$ cat config.mk
export PLATFORM = sky130hd
export DESIGN_NAME = vic_top
export DESIGN_NICKNAME = d
export VERILOG_FILES = /design/src/rtl/vic_pkg.sv /design/src/rtl/vic_decode.sv /design/src/rtl/vic_bank.sv /design/src/rtl/vic_vector.sv /design/src/rtl/vic_top.sv
export SDC_FILE = /design/constraint.sdc
export NUM_CORES = 1
export LEC_CHECK = 0
export BUFFER_PORTS_ARGS = -buffer_cell sky130_fd_sc_hd__buf_2
export CAP_MARGIN = 20
export CORE_ASPECT_RATIO = 0.5
export CORE_UTILIZATION = 60
export CTS_BUF_LIST = sky130_fd_sc_hd__clkbuf_8
export DETAILED_ROUTE_END_ITERATION = 10
export GPL_ROUTABILITY_DRIVEN = 0
export HOLD_SLACK_MARGIN = 0.15
export PLACE_DENSITY = 0.79
export SLEW_MARGIN = 20
export SYNTH_ARGS = -nofsm -noshare
export SYNTH_HDL_FRONTEND = slang
export SYNTH_HIERARCHICAL = 1
export SYNTH_SLANG_ARGS = --single-unit
$ cat constraint.sdc
create_clock -name clk -period 3.1 [get_ports clk]
set_input_delay 0.465 -clock clk [delete_from_list [all_inputs] [get_ports clk]]
set_output_delay 0.465 -clock clk [all_outputs]
set_load 0.01 [all_outputs]
$ cat src/rtl/vic_pkg.sv
package vic_pkg;

    localparam int unsigned WORD_W = 32;
    localparam int unsigned LOW_W  = $clog2(WORD_W);

    // Register group numbers: byte offset bits above [3:2]
    localparam int unsigned GRP_CTRL = 0;
    localparam int unsigned GRP_IRQP = 1;
    localparam int unsigned GRP_FIQP = 2;
    localparam int unsigned GRP_SEL  = 3;
    localparam int unsigned GRP_EN   = 4;
    localparam int unsigned GRP_MASK = 5;

    typedef enum logic [3:0] {
        REG_NONE,
        REG_VEC,
        REG_BASE,
        REG_PROT,
        REG_IRQP,
        REG_FIQP,
        REG_SEL,
        REG_EN,
        REG_MASK
    } reg_kind_e;

    typedef struct packed {
        reg_kind_e   kind;
        logic [1:0]  bank;
    } reg_hit_t;

endpackage

$ cat src/rtl/vic_decode.sv
module vic_decode
    import vic_pkg::*;
#(
    parameter int unsigned AW       = 10,
    parameter int unsigned NUM_BANK = 3
) (
    input  logic [AW-1:0] addr_i,
    output reg_hit_t      hit_o
);

    logic [AW-5:0] grp;
    logic [1:0]    bsel;
    logic          bank_ok;

    assign grp     = addr_i[AW-1:4];
    assign bsel    = addr_i[3:2];
    assign bank_ok = (32'(bsel) < NUM_BANK);

    always_comb begin
        hit_o.kind = REG_NONE;
        hit_o.bank = bsel;
        if (32'(grp) == GRP_CTRL) begin
            unique case (bsel)
                2'd0:    hit_o.kind = REG_VEC;
                2'd1:    hit_o.kind = REG_BASE;
                2'd2:    hit_o.kind = REG_PROT;
                default: hit_o.kind = REG_NONE;
            endcase
        end else if (bank_ok) begin
            if      (32'(grp) == GRP_IRQP) hit_o.kind = REG_IRQP;
            else if (32'(grp) == GRP_FIQP) hit_o.kind = REG_FIQP;
            else if (32'(grp) == GRP_SEL)  hit_o.kind = REG_SEL;
            else if (32'(grp) == GRP_EN)   hit_o.kind = REG_EN;
            else if (32'(grp) == GRP_MASK) hit_o.kind = REG_MASK;
            else                           hit_o.kind = REG_NONE;
        end
    end

endmodule

$ cat src/rtl/vic_bank.sv
module vic_bank
    import vic_pkg::*;
(
    input  logic              clk,
    input  logic              rst_n,
    input  logic [WORD_W-1:0] src_i,
    input  logic [WORD_W-1:0] wdata_i,
    input  logic              we_fiqp_i,
    input  logic              we_sel_i,
    input  logic              we_en_i,
    input  logic              we_mask_i,
    output logic [WORD_W-1:0] pend_o,
    output logic [WORD_W-1:0] fiqp_o,
    output logic [WORD_W-1:0] sel_o,
    output logic [WORD_W-1:0] en_o,
    output logic [WORD_W-1:0] mask_o,
    output logic [WORD_W-1:0] act_o,
    output logic [WORD_W-1:0] fact_o
);

    logic [WORD_W-1:0] clr_bits;

    assign act_o    = pend_o & ~mask_o;
    assign fact_o   = act_o & sel_o;
    assign clr_bits = we_fiqp_i ? wdata_i : '0;

    // Source sampling and sticky fast-pending capture (set wins over clear)
    always_ff @(posedge clk or negedge rst_n) begin
        if (!rst_n) begin
            pend_o <= '0;
            fiqp_o <= '0;
        end else begin
            pend_o <= src_i;
            fiqp_o <= (fiqp_o & ~clr_bits) | fact_o;
        end
    end

    // Host-written words
    always_ff @(posedge clk or negedge rst_n) begin
        if (!rst_n) begin
            sel_o  <= '0;
            en_o   <= '0;
            mask_o <= '0;
        end else begin
            if (we_sel_i)  sel_o  <= wdata_i;
            if (we_en_i)   en_o   <= wdata_i;
            if (we_mask_i) mask_o <= wdata_i;
        end
    end

endmodule

$ cat src/rtl/vic_vector.sv
module vic_vector
    import vic_pkg::*;
#(
    parameter int unsigned NUM_BANK = 3
) (
    input  logic [NUM_BANK*WORD_W-1:0] act_i,
    output logic [WORD_W-1:0]          vec_o
);

    logic [NUM_BANK-1:0] bank_any;
    logic [LOW_W-1:0]    bank_low [NUM_BANK];

    // Lowest active bit inside each bank
    always_comb begin
        for (int b = 0; b < NUM_BANK; b++) begin
            bank_any[b] = |act_i[b*WORD_W +: WORD_W];
            bank_low[b] = '0;
            for (int i = WORD_W - 1; i >= 0; i--) begin
                if (act_i[b*WORD_W + i]) bank_low[b] = LOW_W'(i);
            end
        end
    end

    // Lowest bank with any active bit wins
    always_comb begin
        vec_o = '0;
        for (int b = NUM_BANK - 1; b >= 0; b--) begin
            if (bank_any[b]) begin
                vec_o = WORD_W'((b * WORD_W + int'(bank_low[b])) * 4);
            end
        end
    end

endmodule

$ cat src/rtl/vic_top.sv
module vic_top
    import vic_pkg::*;
#(
    parameter int unsigned NUM_SRC = 96,
    parameter int unsigned AW      = 10
) (
    input  logic               clk,
    input  logic               rst_n,
    input  logic [NUM_SRC-1:0] src_i,
    input  logic               wr_en_i,
    input  logic               rd_en_i,
    input  logic [AW-1:0]      addr_i,
    input  logic [WORD_W-1:0]  wdata_i,
    output logic [WORD_W-1:0]  rdata_o,
    output logic               irq_o,
    output logic               fiq_o
);

    localparam int unsigned NUM_BANK = (NUM_SRC + WORD_W - 1) / WORD_W;
    localparam int unsigned PAD      = NUM_BANK * WORD_W;

    reg_hit_t          hit;
    logic [PAD-1:0]    src_pad;
    logic [PAD-1:0]    pend_flat, fiqp_flat, sel_flat, en_flat, mask_flat;
    logic [PAD-1:0]    act_flat, fact_flat;
    logic [WORD_W-1:0] vec_w;
    logic [WORD_W-1:0] base_q, prot_q;
    logic [WORD_W-1:0] rd_mux;

    always_comb begin
        src_pad              = '0;
        src_pad[NUM_SRC-1:0] = src_i;
    end

    vic_decode #(.AW(AW), .NUM_BANK(NUM_BANK)) u_dec (
        .addr_i (addr_i),
        .hit_o  (hit)
    );

    for (genvar b = 0; b < NUM_BANK; b++) begin : g_bank
        logic bank_hit;
        assign bank_hit = wr_en_i && (32'(hit.bank) == b);

        vic_bank u_bank (
            .clk       (clk),
            .rst_n     (rst_n),
            .src_i     (src_pad[b*WORD_W +: WORD_W]),
            .wdata_i   (wdata_i),
            .we_fiqp_i (bank_hit && hit.kind == REG_FIQP),
            .we_sel_i  (bank_hit && hit.kind == REG_SEL),
            .we_en_i   (bank_hit && hit.kind == REG_EN),
            .we_mask_i (bank_hit && hit.kind == REG_MASK),
            .pend_o    (pend_flat[b*WORD_W +: WORD_W]),
            .fiqp_o    (fiqp_flat[b*WORD_W +: WORD_W]),
            .sel_o     (sel_flat[b*WORD_W +: WORD_W]),
            .en_o      (en_flat[b*WORD_W +: WORD_W]),
            .mask_o    (mask_flat[b*WORD_W +: WORD_W]),
            .act_o     (act_flat[b*WORD_W +: WORD_W]),
            .fact_o    (fact_flat[b*WORD_W +: WORD_W])
        );
    end

    vic_vector #(.NUM_BANK(NUM_BANK)) u_vec (
        .act_i (act_flat),
        .vec_o (vec_w)
    );

    assign irq_o = |act_flat;
    assign fiq_o = |fact_flat;

    // Control words
    always_ff @(posedge clk or negedge rst_n) begin
        if (!rst_n) begin
            base_q <= '0;
            prot_q <= '0;
        end else if (wr_en_i) begin
            if (hit.kind == REG_BASE) base_q <= {wdata_i[WORD_W-1:2], 2'b00};
            if (hit.kind == REG_PROT) prot_q <= wdata_i;
        end
    end

    // Read multiplexer
    always_comb begin
        unique case (hit.kind)
            REG_VEC:  rd_mux = vec_w;
            REG_BASE: rd_mux = base_q;
            REG_PROT: rd_mux = prot_q;
            REG_IRQP: rd_mux = pend_flat[hit.bank*WORD_W +: WORD_W];
            REG_FIQP: rd_mux = fiqp_flat[hit.bank*WORD_W +: WORD_W];
            REG_SEL:  rd_mux = sel_flat[hit.bank*WORD_W +: WORD_W];
            REG_EN:   rd_mux = en_flat[hit.bank*WORD_W +: WORD_W];
            REG_MASK: rd_mux = mask_flat[hit.bank*WORD_W +: WORD_W];
            default:  rd_mux = '0;
        endcase
    end

    always_ff @(posedge clk or negedge rst_n) begin
        if (!rst_n)       rdata_o <= '0;
        else if (rd_en_i) rdata_o <= rd_mux;
    end

endmodule

==> flow_summary.json, run 1 <==
{
  "synthDistinctLibCells": 70,
  "clk_pin_slew_ns": 0.07,
  "rows": 58,
  "hp-class": "in -> reg",
  "avgSynthCellArea_um2": 11.7,
  "drt-initial-drc-count": 3756,
  "synth_flop_cell": "dfrtp_1",
  "drive_above_1_share_pct": 35.0,
  "cp-end-kind": "primary output",
  "status": "finished, violations left",
  "path_class": "reg -> out",
  "max_freq_mhz": 314,
  "syn_area_mm2": 0.0307,
  "yosysWarnings": 6,
  "cp_slowest_stage_delay_ns": 0.45,
  "p_int_w": 0.0116,
  "grt_usage_pct": 39.5,
  "viasPerCell": 6.77,
  "rsz0062_at_grt": "yes",
  "drv_slew": 0,
  "final.min_clock_period_ns": 3.18,
  "r2r_start": "g_bank[2].u_bank/pend_o[22]$_DFF_PN0_",
  "p_clk_share_pct": 38.7,
  "cts_tree": "built",
  "routed_wl_um": 103000,
  "p_comb_share_pct": 10.7,
  "cts_sinks": 574,
  "start_util_pct": 60.9,
  "crit_path_max_fanout": 4,
  "hold_end": "g_bank[0].u_bank/fiqp_o[18]$_DFF_PN0_",
  "mostFrequentLayoutCell": "dfrtp_1",
  "cp.required_ns": 2.63,
  "worst_slew_pin_slew_ns": 1.02,
  "port_buffers": 173,
  "peakVddDrop_mv": 0.324,
  "numCtsBuffers": 80,
  "finalSetupViolCount": 1,
  "synth_edf_count": 0,
  "p_per_area_mw_per_mm2": 434,
  "cp_cell_sequence": "and3b_2, nor4_4, nand4_1, nor4_4, buf_4, nand2_4, buf_6",
  "place_ws_ns": -0.328,
  "detailedRoute.firstPassIterationCount": 8,
  "multiInputGateArea_mm2": 0.0154,
  "post-dp-hpwl_um": 68300,
  "wire_per_inst_um": 27.1,
  "cts_max_path_buffers": 3,
  "grt_pass1_vias": 25837,
  "ant_nets": 0,
  "seqCellArea_mm2": 0.0144,
  "use_met3_pct": 14.5,
  "arrival_ns": 2.72,
  "grt_busiest_layer": "met2",
  "cap_violations": 0,
  "use_met1_pct": 52.3,
  "die_h_um": 162,
  "crit_path_frequent_cell": "nor4_4",
  "ff2ff_setup_slack_ns": 0.03,
  "start_kind": "flop",
  "setup_ws_ns": -0.0825,
  "ys_seq_elements": 574,
  "vias": 25695,
  "skew_ns": 0.0440,
  "area_growth_pct": 19.8,
  "min_from": "wdata_i[18]",
  "period_share_pct": 103,
  "grt-ovfl-total": 0,
  "fp.dieW_um": 322,
  "slew_headroom_pct": 32.2,
  "p_sw_share_pct": 27.1,
  "seq_power_share_pct": 50.5,
  "ys_seq_area_share_pct": 46.7,
  "violations": "setup timing",
  "cts_max_level": 3,
  "num_io_pins": 176,
  "p_leak_nw": 18.1,
  "crit_buf_inv": 2,
  "grt_max_degree": 93,
  "syn_inst": 2625,
  "hold_depth": 3,
  "nets": 3190,
  "drc": 0,
  "grt_pass1_wl_um": 156000,
  "root_buffer": "clkbuf_8",
  "r2r_end": "rdata_o[2]$_DFFE_PN0P_",
  "r2r_cells": 11,
  "grt_util_met2_pct": 57.8,
  "nFillCells": 3247,
  "worstSkewPairLatency_ns": 0.71,
  "switchingPower_w": 0.00433,
  "dieArea_mm2": 0.0522,
  "core-area_mm2": 0.0504,
  "layout_common_cells": "570 x dfrtp_1, 270 x mux2_4, 192 x buf_4",
  "antenna_found_initial": 3,
  "path_delay_family": "simple AND/OR/NAND/NOR gates",
  "holdWs_ns": 0.217,
  "critPathSlowestCell": "dfrtp_2",
  "hold_violations": 0,
  "async_flop_share_pct": 100
}
## synth_stat cells (all sizes together) (8+ instances only)
library cell | n | area share [%]
nor4 | 78 | 1.7
o22ai | 31 | 0.63
o21ai | 86 | 1.4
a31oi | 8 | 0.16
nand2 | 149 | 1.8
nand3 | 34 | 0.55
o221ai | 32 | 0.91
mux2 | 444 | 20
and3b | 96 | 2.7
nor2b | 108 | 2.2
clkbuf | 81 | 0.99
nor2 | 122 | 1.5
dfrtp | 574 | 47
nor3 | 29 | 0.47
a22oi | 61 | 1.5
nand2b | 38 | 0.77
buf | 127 | 3.8
nand4 | 17 | 0.37
inv | 21 | 0.26
o31ai | 8 | 0.20
a221oi | 92 | 2.6
a21o | 96 | 2.3
o211a | 62 | 2.0
a21oi | 142 | 2.3
a21boi | 31 | 0.76
## power groups by stage
stage | registers (W) | logic [W] | clock network, W
final | 0.00807 | 0.00172 | 0.00619
after global routing | 0.00809 | 0.00182 | 0.00655
after CTS | 0.00806 | 0.00163 | 0.00619
after detailed placement | 0.00819 | 0.00151 | 0
after global placement | 0.00817 | 0.00146 | 0
after floorplan | 0.00810 | 0.000776 | 0
## registers in the layout (all words and copies together) (netlist names)
register              cells
g_bank.u_bank/en_o       96
g_bank.u_bank/fiqp_o     96
g_bank.u_bank/mask_o     96
g_bank.u_bank/pend_o     96
g_bank.u_bank/sel_o      96
prot_q                   32
rdata_o                  32
base_q                   30
## per-stage QoR
step | cells | setup TNS, ns | power [W] | cell area [µm²] | util (%)
4_1_cts | 3790 | -0.0480 | 0.0159 | 36600 | 72.5
3_5_place_dp | 3546 | -53.69 | 0.00970 | 33800 | 67.0
6_report | 3798 | -0.0825 | 0.0160 | 36800 | 73.0
2_1_floorplan | 2649 | -0.827 | 0.00887 | 30800 | -
3_3_place_gp | 3546 | -36.95 | 0.00964 | 33800 | 67.0
5_1_grt | 3798 | -0.114 | 0.0165 | 36800 | 73.0
## tightest hold or removal path, cell delays in order
cell,delay [ns]
buf_2,0.21
nand2_1,0.10
a21o_1,0.11
## cells by family (layout without fill, tap and decap cells)
group           after synthesis  after routing  synth area share [%]
mux                         447            447                  19.7
buf+inv                     229            686                  5.04
flops                       574            574                  46.7
fa+ha+maj                     4              4                 0.163
compound gates              680            680                  15.8
other cells                   1             27                0.0122
xor+xnor                      1              1                0.0285
simple gates                689            689                  12.6
## area by class of cell
type	count	area share (%)
clock buffers	107	4.00
multi-input cells	1846	41.8
repair buffers	521	12.1
well taps	690	2.34
inverters	21	0.217
clock inverters	37	0.499
diodes	2	0.0136
flip-flops and latches	574	39.0
## layer usage
| layer | part of all wire [%] | up-vias |
|---|---|---|
| li1 | - | 10568 |
| met1 | 38 | 12746 |
| met2 | 43 | 1973 |
| met3 | 14 | 406 |
| met4 | 4.8 | 2 |
| met5 | 0.012 | - |
## timing repair
action                     4_1_cts  5_1_grt
setup endpoints to repair        2        6
hold buffers                    97        0
cloned                           0        0
buffers inserted                 3        6
resized for setup               26       43
pin swaps                        5       12
hold endpoints to repair       160        0
## how the worst max path moves through the flow
stage                                                        to                                    from  slack [ns]  cells past startpoint
after global routing                                      fiq_o  g_bank[2].u_bank/sel_o[23]$_DFFE_PN0P_        -0.1                      8
after detailed placement                rdata_o[27]$_DFFE_PN0P_                               addr_i[9]       -0.33                     12
final                                                     fiq_o   g_bank[1].u_bank/pend_o[30]$_DFF_PN0_       -0.08                      7
after CTS                                                 fiq_o   g_bank[2].u_bank/sel_o[9]$_DFFE_PN0P_       -0.05                      8
after floorplan           g_bank[2].u_bank/en_o[10]$_DFFE_PN0P_                               addr_i[9]       -0.01                     13
after global placement                   rdata_o[1]$_DFFE_PN0P_                               addr_i[9]       -0.24                     11
Note: power is estimated with default switching activity, not from simulation.
==> inputs of run 2 (changes only) <==
Settings changed: GPL_TIMING_DRIVEN set to 0.
==> flow_summary.json, run 2 (synthesis gave the netlist of run 1 again) <==
{
  "cts_tree": "built",
  "cp.required_ns": 2.63,
  "antenna_found_initial": 2,
  "cap_violations": 0,
  "grt_pass1_vias": 25060,
  "r2r_cells": 10,
  "peakVddDrop_mv": 0.254,
  "detailedRoute.firstPassIterationCount": 9,
  "p_comb_share_pct": 10.5,
  "status": "finished, violations left",
  "seq_power_share_pct": 50.8,
  "hp-class": "in -> reg",
  "grt_usage_pct": 41.1,
  "cp_cell_sequence": "and3b_2, nor4_4, nand4_1, nor4_4, nand2_1, buf_2",
  "layout_common_cells": "574 x dfrtp_1, 270 x mux2_4, 205 x buf_2",
  "dieArea_mm2": 0.0522,
  "vias": 25716,
  "grt_pass1_wl_um": 158000,
  "p_leak_nw": 17.8,
  "r2r_end": "rdata_o[2]$_DFFE_PN0P_",
  "p_sw_share_pct": 27.3,
  "final.min_clock_period_ns": 3.30,
  "wire_per_inst_um": 28.5,
  "critPathSlowestCell": "nand4_1",
  "cp_slowest_stage_delay_ns": 0.44,
  "routed_wl_um": 108000,
  "holdWs_ns": 0.186,
  "numCtsBuffers": 82,
  "grt-ovfl-total": 0,
  "start_kind": "flop",
  "grt_max_degree": 99,
  "path_class": "reg -> out",
  "viasPerCell": 6.82,
  "drive_above_1_share_pct": 31.8,
  "rows": 58,
  "cts_max_path_buffers": 3,
  "hold_violations": 0,
  "arrival_ns": 2.83,
  "worstSkewPairLatency_ns": 0.71,
  "cts_max_level": 3,
  "mostFrequentLayoutCell": "dfrtp_1",
  "core-area_mm2": 0.0504,
  "drc": 0,
  "skew_ns": 0.0405,
  "violations": "setup timing",
  "start_util_pct": 60.9,
  "fp.dieW_um": 322,
  "cp-startpoint": "g_bank[0].u_bank/mask_o[24]$_DFFE_PN0P_",
  "crit_path_frequent_cell": "nor4_4",
  "place_ws_ns": -1.55,
  "ant_nets": 0,
  "port_buffers": 173,
  "p_clk_share_pct": 38.7,
  "drv_slew": 0,
  "rsz0062_at_grt": "yes",
  "power_w": 0.0159,
  "nets": 3165,
  "dpl-instance-area_mm2": 0.0328,
  "clk_pin_slew_ns": 0.07,
  "p_int_w": 0.0115,
  "max_freq_mhz": 303,
  "p_per_area_mw_per_mm2": 441,
  "setup_ws_ns": -0.199,
  "switchingPower_w": 0.00433,
  "ff2ff_setup_slack_ns": -0.16,
  "die_h_um": 162,
  "root_buffer": "clkbuf_8",
  "drt-initial-drc-count": 3753,
  "endpoint": "fiq_o",
  "crit_path_max_fanout": 4,
  "post-dp-hpwl_um": 76400,
  "finalSetupViolCount": 4,
  "slew_headroom_pct": 25.4,
  "postLayoutCellArea_mm2": 0.0360,
  "nFillCells": 3544,
  "cp-end-kind": "primary output",
  "r2r_start": "g_bank[1].u_bank/pend_o[24]$_DFF_PN0_",
  "worst_slew_pin_slew_ns": 1.12,
  "period_share_pct": 106,
  "area_growth_pct": 17.1,
  "num_io_pins": 176,
  "cts_sinks": 574
}
run 2: metal layers:
layer | vias up | global-route usage [%] | wire length (µm)
met4 | 4 | 18.0 | 5270
met3 | 428 | 21.5 | 17500
li1 | 10536 | - | -
met2 | 2035 | 54.8 | 43100
met5 | - | 0 | 184
met1 | 12713 | 55.2 | 41600
run 2: worst max-delay path, delay by kind of cell, from the launching register on:
kind                   cells  cell delay (ns)
AND/OR/NAND/NOR            5             1.57
flip-flops                 1             0.43
buffers and inverters      1             0.17
run 2: how the worst min path moves through the flow:
stage / startpoint / end / slack, ns / cells past startpoint
final: wdata_i[0] / g_bank[0].u_bank/fiqp_o[0]$_DFF_PN0_ / 0.19 / 3
after detailed placement: rst_n / g_bank[2].u_bank/sel_o[5]$_DFFE_PN0P_ / 0.46 / 1
after floorplan: rst_n / base_q[10]$_DFFE_PN0P_ / 0.17 / 0
after global placement: g_bank[1].u_bank/fiqp_o[4]$_DFF_PN0_ / g_bank[1].u_bank/fiqp_o[4]$_DFF_PN0_ / 0.46 / 1
after global routing: wdata_i[0] / g_bank[2].u_bank/fiqp_o[0]$_DFF_PN0_ / 0.20 / 3
after CTS: wdata_i[0] / g_bank[0].u_bank/fiqp_o[0]$_DFF_PN0_ / 0.16 / 3
run 2: timing repair:
item | in CTS | in global routing
gates resized for setup | 57 | 118
endpoints found under the setup margin | 374 | 335
pin swaps | 12 | 9
hold buffers | 97 | 0
buffers inserted | 9 | 3
endpoints found under the hold margin | 165 | 0
run 2: power by group through the flow:
| stage | Clock (W) | Combinational (W) | Sequential, W |
|---|---|---|---|
| final | 0.00614 | 0.00167 | 0.00806 |
| after global routing | 0.00647 | 0.00176 | 0.00808 |
| after CTS | 0.00612 | 0.00158 | 0.00804 |
| after detailed placement | 0 | 0.00147 | 0.00818 |
| after global placement | 0 | 0.00140 | 0.00817 |
| after floorplan | 0 | 0.000776 | 0.00810 |
run 2: cell type report:
type	instances	area, µm²	area share, %
clock buffers	102	1400	3.90
flip-flops and latches	574	14400	39.9
repair buffers	288	2100	5.84
clock inverters	43	223	0.619
plain buffers	206	1570	4.37
multi-input cells	1846	15400	42.7
diodes	2	5.00	0.0139
well taps	690	863	2.40
inverters	21	78.8	0.219
run 2: metrics by stage:
stage | cells | setup TNS, ns | util [%]
5_1_grt | 3771 | -0.451 | 71.3
4_1_cts | 3768 | -0.184 | 70.7
3_3_place_gp | 3512 | -6235.74 | 64.6
2_1_floorplan | 2649 | -0.827 | -
6_report | 3772 | -0.401 | 71.3
3_5_place_dp | 3518 | -411.60 | 64.9
